==> src/rtl/flash_aso_pkg.sv <==
package flash_aso_pkg;
    localparam int WORD_W = 16;

    typedef enum logic [1:0] {
        MODE_ARRAY,
        MODE_POLL,
        MODE_SR,
        MODE_ASO
    } map_mode_e;

    typedef enum logic [1:0] {
        ALG_IDLE,
        ALG_BUSY,
        ALG_SUSP
    } alg_state_e;

    localparam logic [7:0] CMD_STATUS = 8'h70;
    localparam logic [7:0] CMD_RESET  = 8'hF0;
    localparam logic [7:0] CMD_IDENT  = 8'h90;
    localparam logic [7:0] CMD_PROG   = 8'hA0;
    localparam logic [7:0] CMD_SUSP   = 8'hB0;
    localparam logic [7:0] CMD_RESUME = 8'h30;

    function automatic logic [WORD_W-1:0] ident_word(input int unsigned idx);
        return 16'hC000 + 16'(idx);
    endfunction
endpackage

==> src/rtl/flash_aso_timer.sv <==
module flash_aso_timer #(
    parameter int BUSY_CYCLES = 20
) (
    input  logic clk,
    input  logic rst_n,
    input  logic load,
    input  logic run,
    output logic done
);
    localparam int CNT_W = $clog2(BUSY_CYCLES + 1);

    logic [CNT_W-1:0] cnt_q;

    always_ff @(posedge clk) begin
        if (!rst_n) begin
            cnt_q <= '0;
        end else if (load) begin
            cnt_q <= CNT_W'(BUSY_CYCLES);
        end else if (run && cnt_q != '0) begin
            cnt_q <= cnt_q - 1'b1;
        end
    end

    assign done = run && (cnt_q == '0);
endmodule

==> src/rtl/flash_aso_store.sv <==
module flash_aso_store
    import flash_aso_pkg::*;
#(
    parameter int ADDR_W = 6
) (
    input  logic              clk,
    input  logic              rst_n,
    input  logic              clr_fail,
    input  logic              commit,
    input  logic [ADDR_W-1:0] waddr,
    input  logic [WORD_W-1:0] wword,
    input  logic [ADDR_W-1:0] raddr,
    output logic [WORD_W-1:0] rword,
    output logic              fail
);
    localparam int DEPTH = 1 << ADDR_W;

    logic [WORD_W-1:0] mem_q [DEPTH];
    logic              fail_q;

    always_ff @(posedge clk) begin
        if (!rst_n) begin
            for (int i = 0; i < DEPTH; i++) begin
                mem_q[i] <= '1;
            end
            fail_q <= 1'b0;
        end else begin
            if (clr_fail) begin
                fail_q <= 1'b0;
            end
            if (commit) begin
                mem_q[waddr] <= mem_q[waddr] & wword;
                fail_q       <= |(wword & ~mem_q[waddr]);
            end
        end
    end

    assign rword = mem_q[raddr];
    assign fail  = fail_q;
endmodule

==> src/rtl/flash_aso_fsm.sv <==
module flash_aso_fsm
    import flash_aso_pkg::*;
#(
    parameter int ADDR_W = 6
) (
    input  logic              clk,
    input  logic              rst_n,
    input  logic              rd_en,
    input  logic              wr_en,
    input  logic [ADDR_W-1:0] addr,
    input  logic [WORD_W-1:0] wdata,
    input  logic              done,
    output map_mode_e         mode,
    output alg_state_e        alg,
    output logic              start,
    output logic [ADDR_W-1:0] prog_addr,
    output logic [WORD_W-1:0] prog_data
);
    map_mode_e         mode_q, mode_n, ret_q, ret_n;
    alg_state_e        alg_q, alg_n;
    logic              armed_q, armed_n, start_n;
    logic [ADDR_W-1:0] paddr_q;
    logic [WORD_W-1:0] pdata_q;
    logic [7:0]        cmd;
    logic              wr_only;

    assign cmd     = wdata[7:0];
    assign wr_only = wr_en && !rd_en;

    // state register
    always_ff @(posedge clk) begin
        if (!rst_n) begin
            mode_q  <= MODE_ARRAY;
            ret_q   <= MODE_ARRAY;
            alg_q   <= ALG_IDLE;
            armed_q <= 1'b0;
            paddr_q <= '0;
            pdata_q <= '0;
        end else begin
            mode_q  <= mode_n;
            ret_q   <= ret_n;
            alg_q   <= alg_n;
            armed_q <= armed_n;
            if (start_n) begin
                paddr_q <= addr;
                pdata_q <= wdata;
            end
        end
    end

    // next-state decode
    always_comb begin
        mode_n  = mode_q;
        ret_n   = ret_q;
        alg_n   = alg_q;
        armed_n = armed_q;
        start_n = 1'b0;
        unique case (mode_q)
            MODE_SR: begin
                if (rd_en) begin
                    mode_n = ret_q;
                end
            end
            default: begin
                if (wr_only) begin
                    if (armed_q) begin
                        start_n = 1'b1;
                        armed_n = 1'b0;
                        alg_n   = ALG_BUSY;
                        mode_n  = MODE_POLL;
                    end else if (cmd == CMD_STATUS) begin
                        ret_n  = mode_q;
                        mode_n = MODE_SR;
                    end else begin
                        unique case (mode_q)
                            MODE_ARRAY: begin
                                if (cmd == CMD_IDENT) begin
                                    mode_n = MODE_ASO;
                                end else if (cmd == CMD_PROG && alg_q == ALG_IDLE) begin
                                    armed_n = 1'b1;
                                end else if (cmd == CMD_RESUME && alg_q == ALG_SUSP) begin
                                    alg_n  = ALG_BUSY;
                                    mode_n = MODE_POLL;
                                end
                            end
                            MODE_ASO: begin
                                if (cmd == CMD_RESET) begin
                                    mode_n = MODE_ARRAY;
                                end
                            end
                            MODE_POLL: begin
                                if (cmd == CMD_SUSP) begin
                                    alg_n  = ALG_SUSP;
                                    mode_n = MODE_ARRAY;
                                end
                            end
                            default: ;
                        endcase
                    end
                end
            end
        endcase
        // completion wins over any same-cycle command
        if (done) begin
            alg_n = ALG_IDLE;
            if (mode_n == MODE_POLL) mode_n = MODE_ARRAY;
            if (ret_n == MODE_POLL)  ret_n  = MODE_ARRAY;
        end
    end

    // outputs
    always_comb begin
        mode      = mode_q;
        alg       = alg_q;
        start     = start_n;
        prog_addr = paddr_q;
        prog_data = pdata_q;
    end
endmodule

==> src/rtl/flash_aso_ctrl.sv <==
module flash_aso_ctrl
    import flash_aso_pkg::*;
#(
    parameter int                ADDR_W      = 6,
    parameter int                ID_DEPTH    = 8,
    parameter int                BUSY_CYCLES = 20,
    parameter logic [WORD_W-1:0] FILL_WORD   = 16'hA5A5
) (
    input  logic              clk,
    input  logic              rst_n,
    input  logic              rd_en,
    input  logic              wr_en,
    input  logic [ADDR_W-1:0] addr,
    input  logic [WORD_W-1:0] wdata,
    output logic [WORD_W-1:0] rdata
);
    map_mode_e         mode_q;
    alg_state_e        alg_q;
    logic              prog_start, prog_done, prog_fail;
    logic [ADDR_W-1:0] prog_addr;
    logic [WORD_W-1:0] prog_data, array_word, status_word, read_word;
    logic [WORD_W-1:0] rdata_q;

    flash_aso_fsm #(.ADDR_W(ADDR_W)) u_fsm (
        .clk      (clk),
        .rst_n    (rst_n),
        .rd_en    (rd_en),
        .wr_en    (wr_en),
        .addr     (addr),
        .wdata    (wdata),
        .done     (prog_done),
        .mode     (mode_q),
        .alg      (alg_q),
        .start    (prog_start),
        .prog_addr(prog_addr),
        .prog_data(prog_data)
    );

    flash_aso_timer #(.BUSY_CYCLES(BUSY_CYCLES)) u_timer (
        .clk  (clk),
        .rst_n(rst_n),
        .load (prog_start),
        .run  (alg_q == ALG_BUSY),
        .done (prog_done)
    );

    flash_aso_store #(.ADDR_W(ADDR_W)) u_store (
        .clk     (clk),
        .rst_n   (rst_n),
        .clr_fail(prog_start),
        .commit  (prog_done),
        .waddr   (prog_addr),
        .wword   (prog_data),
        .raddr   (addr),
        .rword   (array_word),
        .fail    (prog_fail)
    );

    always_comb begin
        status_word    = '0;
        status_word[7] = (alg_q != ALG_BUSY);
        status_word[6] = (alg_q == ALG_SUSP);
        status_word[4] = prog_fail;
    end

    always_comb begin
        read_word = '0;
        unique case (mode_q)
            MODE_ARRAY: read_word = array_word;
            MODE_POLL:  read_word[7] = ~prog_data[7];
            MODE_SR:    read_word = status_word;
            MODE_ASO:   read_word = (int'(addr) < ID_DEPTH) ? ident_word(int'(addr)) : FILL_WORD;
        endcase
    end

    always_ff @(posedge clk) begin
        if (!rst_n) begin
            rdata_q <= '0;
        end else if (rd_en) begin
            rdata_q <= read_word;
        end
    end

    assign rdata = rdata_q;
endmodule

==> config.mk <==
export PLATFORM = sky130hd
export DESIGN_NAME = flash_aso_ctrl
export DESIGN_NICKNAME = d
export VERILOG_FILES = /design/src/rtl/flash_aso_pkg.sv /design/src/rtl/flash_aso_timer.sv /design/src/rtl/flash_aso_store.sv /design/src/rtl/flash_aso_fsm.sv /design/src/rtl/flash_aso_ctrl.sv
export SDC_FILE = /design/constraint.sdc
export NUM_CORES = 2
export LEC_CHECK = 0
export BUFFER_PORTS_ARGS = -buffer_cell sky130_fd_sc_hd__buf_2
export CAP_MARGIN = 15
export CORE_MARGIN = 8
export CORE_UTILIZATION = 52
export CTS_CLUSTER_SIZE = 40
export DETAILED_ROUTE_END_ITERATION = 16
export PLACE_DENSITY = 0.67
export SLEW_MARGIN = 20
export SYNTH_ARGS = -nofsm -noshare
export SYNTH_HDL_FRONTEND = slang
export SYNTH_HIERARCHICAL = 1
export SYNTH_SLANG_ARGS = --single-unit
==> constraint.sdc <==
create_clock -name clk -period 10.52 [get_ports clk]
set_input_delay 0 -clock clk [delete_from_list [all_inputs] [get_ports clk]]
set_output_delay 0 -clock clk [all_outputs]
set_load 0.02 [all_outputs]
==> impl_metrics.json <==
{
  "status": "completed",
  "setup_viol": 0,
  "top_level_ports": 42,
  "yosys.area_share.simple_pct": 10.34,
  "synth_top_family_by_area": "multiplexers",
  "syn-cell-area_sq_um": 55210,
  "dp.cells": 5248,
  "cts_root_buf": "clkbuf_16",
  "critPathTopFamily": "buffers and inverters",
  "syn_to_final_growth_pct": 10.53,
  "r2r_setup_slack_ps": 4540,
  "final_nets": 4030,
  "synth_edf_count": 1024,
  "whs_endpoint": "u_fsm/prog_addr[2]$_SDFFE_PN0P_",
  "cts_buffer_depth": 3,
  "critPathKind": "register to register",
  "critPathMaxStageDelay_ps": 870,
  "rsz0062_at_grt": "no",
  "hold_violations": 0,
  "crit_arrival_ps": 6370,
  "powerDensity_nw_per_um2": 153.0,
  "post-route-period-util_pct": 56.84,
  "clkPwrFrac_pct": 43.7,
  "max_freq_mhz": 167.2,
  "synth_top_area_share_pct": 55.69,
  "design_area_sq_um": 61030,
  "synthAdderAreaFrac_pct": 0.1768,
  "cp.required_ps": 10910,
  "cts.repair.resized": 0,
  "worstMarginPinSlew_ps": 1294,
  "postSynth.asyncResetShare_pct": 0,
  "yosysTopAreaCell": "edfxtp_1",
  "synth_xor_area_share_pct": 0.01586,
  "grt_pass1_wl_mm": 291.9,
  "reg2regPathDepth": 10,
  "final_util_pct": 57.97,
  "gp_congestion": 1.054,
  "path_buf_inv": 3,
  "share_seq_of_total_power_pct": 51.1,
  "switchingPower_mw": 2.058,
  "ctsHoldBuffers": 25,
  "finalCriticalPeriod_ps": 5980,
  "hpwl_mm": 129.5,
  "holdPathStages": 3,
  "synth_cell_types": 88,
  "crit_fanout": 62,
  "synth_fp_nets": 4105,
  "first_pass_iters": 10,
  "yosysMostFrequentCell": "nand2_1",
  "syn_inst": 4072,
  "grt.total_usage_pct": 34.95,
  "worst_setup_path_end_kind": "register",
  "synth-compound-area-share_pct": 7.297,
  "cp.depth": 10,
  "power_leakage_nw": 15.99,
  "cts_tree": "built",
  "max-cap-violations": 0,
  "maxSlewHeadroom_pct": 13.70,
  "synthFlopType": "edfxtp_1",
  "core_sq_um": 105300,
  "place_area_sq_um": 56970,
  "io_buffers": 41,
  "swShare_pct": 22.04,
  "timing.rr.start": "u_fsm/prog_addr[2]$_SDFFE_PN0P_",
  "muxShareOfSynthArea_pct": 20.79,
  "grt_overflow": 0,
  "num_vias": 40560,
  "post_drt_via_cell_ratio": 7.391,
  "yosysSeqAreaShare_pct": 57.54,
  "ir_drop_mv": 0.1320,
  "skew_ps": 22.59,
  "path_cells": "buf_4 -> buf_4 -> mux4_2 -> mux2i_1 -> o22ai_1 -> or3_1 -> a211oi_1 -> nand2b_2 -> buf_4 -> nand2_1",
  "drt_wl_total_mm": 208.8,
  "fin_tns_setup_ps": 0,
  "path_clk_slew_ps": 60,
  "antenna_found_initial": 4,
  "post_drt_wl_per_cell_um": 38.05,
  "synth.area.top_cells": "edfxtp_1 56%, mux4_2 17%, nand2_1 7.4%, mux2i_1 2.3%, dfxtp_1 1.8%",
  "min_path_type": "input pin to register",
  "internal-power_mw": 7.279,
  "start_kind": "register",
  "synth-seq-cells": 1075,
  "drv_slew": 0,
  "min_from": "addr[2]",
  "holdWs_ps": 74.13,
  "grt_max_degree": 93,
  "drt-initial-drc-count": 7648,
  "final_cells": 5487,
  "synth_warnings": 6,
  "dieHeight_um": 341.8,
  "synth_area_per_cell_sq_um": 13.56,
  "grt_pass1_vias": 38680,
  "cts_buffers": 113,
  "drive_above_1_share_pct": 26.23,
  "synth_commonest_cells": "1086 x nand2_1, 1024 x edfxtp_1, 423 x mux4_2, 180 x clkbuf_1, 150 x buf_2",
  "fp.dieW_um": 341.8,
  "die-area_sq_um": 116900,
  "start_util_pct": 52.45,
  "htree_num_levels": 3,
  "r2r-end": "u_store/mem_q[47][12]$_SDFFCE_PN1P_",
  "rows": 119,
  "cts.sinks": 1075,
  "remaining_drc_errors": 0,
  "post-cts-setup-buffer-count": 0,
  "crit_slowest_cell": "buf_4",
  "worstSkewPairLatency_ps": 700,
  "combPwrFrac_pct": 5.2,
  "crit_top_cell": "buf_4",
  "ant_nets": 0
}
## power by group through the flow
stage / clock network [mW] / logic [mW] / registers, mW
floorplan: 0 / 0.256 / 4.86
global placement: 0 / 0.453 / 4.86
detailed placement: 0 / 0.458 / 4.86
CTS: 4.08 / 0.467 / 4.77
global route: 4.24 / 0.487 / 4.78
finish: 4.08 / 0.486 / 4.77
## flip-flops by register name, indices dropped and copies added, names as in the netlist
signal / cells
rdata: 16
u_fsm/alg: 2
u_fsm/armed_q: 1
u_fsm/mode: 2
u_fsm/prog_addr: 6
u_fsm/prog_data: 16
u_fsm/ret_q: 2
u_store/fail: 1
u_store/mem_q: 1024
u_timer/cnt_q: 5
## worst register-to-register path: stages (launching register included)
cell and delay [ps]:
dfxtp_4 830, buf_4 700, buf_4 910, mux4_2 490
mux2i_1 490, o22ai_1 160, or3_1 420, a211oi_1 270
nand2b_2 730, buf_4 520, nand2_1 160
## area by class of cell
type / instances / area (sq um)
Inverter: 24 / 90.09
Antenna cell: 9 / 22.52
Timing Repair Buffer: 227 / 1733
Multi-Input combinational cell: 2556 / 21930
Tap cell: 1391 / 1740
Clock inverter: 63 / 645.6
Sequential cell: 1075 / 31780
Fill cell: 8200 / 44240
Clock buffer: 142 / 3080
## cells by family after synthesis
family                   Yosys count
AO/OA/AOI/OAI                    551
flip-flops                      1075
XOR/XNOR                           1
AND/OR/NAND/NOR                 1386
buffers and inverters            441
multiplexers                     610
adder cells (fa/ha/maj)            8
## per-stage QoR
| step | power [mW] | setup WS (ps) |
|---|---|---|
| 6_report | 9.337 | 4540 |
| 5_1_grt | 9.510 | 4373 |
| 4_1_cts | 9.321 | 4830 |
| 3_5_place_dp | 5.320 | 4805 |
| 3_3_place_gp | 5.312 | 4957 |
| 2_1_floorplan | 5.116 | 7007 |
## layer usage
metal	share of wire (%)	vias up	GRT usage [%]
li1	-	15590	-
met1	33	20120	44.87
met2	42	3971	49.71
met3	17	872	12.88
met4	8.3	4	22.71
met5	0.039	-	1.458
## cell usage in the layout, fill, tap and decap left out, types with 48 or more instances in the layout
cell type / netlist / routed
a21oi_1: 65 / 65
a221oi_1: 113 / 113
a22oi_1: 70 / 70
buf_4: 39 / 160
clkbuf_16: 0 / 118
dfxtp_1: 51 / 48
edfxtp_1: 1024 / 1024
mux2_2: 61 / 61
mux2i_1: 125 / 125
mux4_2: 423 / 423
nand2_1: 1086 / 1076
nand2_2: 42 / 52
nor2_1: 117 / 59
o21ai_2: 0 / 60
o22ai_1: 50 / 50
## worst max-delay path by stage
stage,to,from
final,u_store/mem_q[47][12]$_SDFFCE_PN1P_,u_fsm/prog_addr[2]$_SDFFE_PN0P_
after CTS,u_store/mem_q[47][12]$_SDFFCE_PN1P_,u_fsm/prog_addr[2]$_SDFFE_PN0P_
after global routing,u_store/mem_q[38][12]$_SDFFCE_PN1P_,u_fsm/prog_addr[2]$_SDFFE_PN0P_
after global placement,u_store/mem_q[12][12]$_SDFFCE_PN1P_,u_fsm/prog_addr[2]$_SDFFE_PN0P_
after detailed placement,u_store/mem_q[38][12]$_SDFFCE_PN1P_,u_fsm/prog_addr[2]$_SDFFE_PN0P_
after floorplan,u_store/mem_q[23][0]$_SDFFCE_PN1P_,u_fsm/prog_addr[2]$_SDFFE_PN0P_
Note: power is estimated with default switching activity, not from simulation.
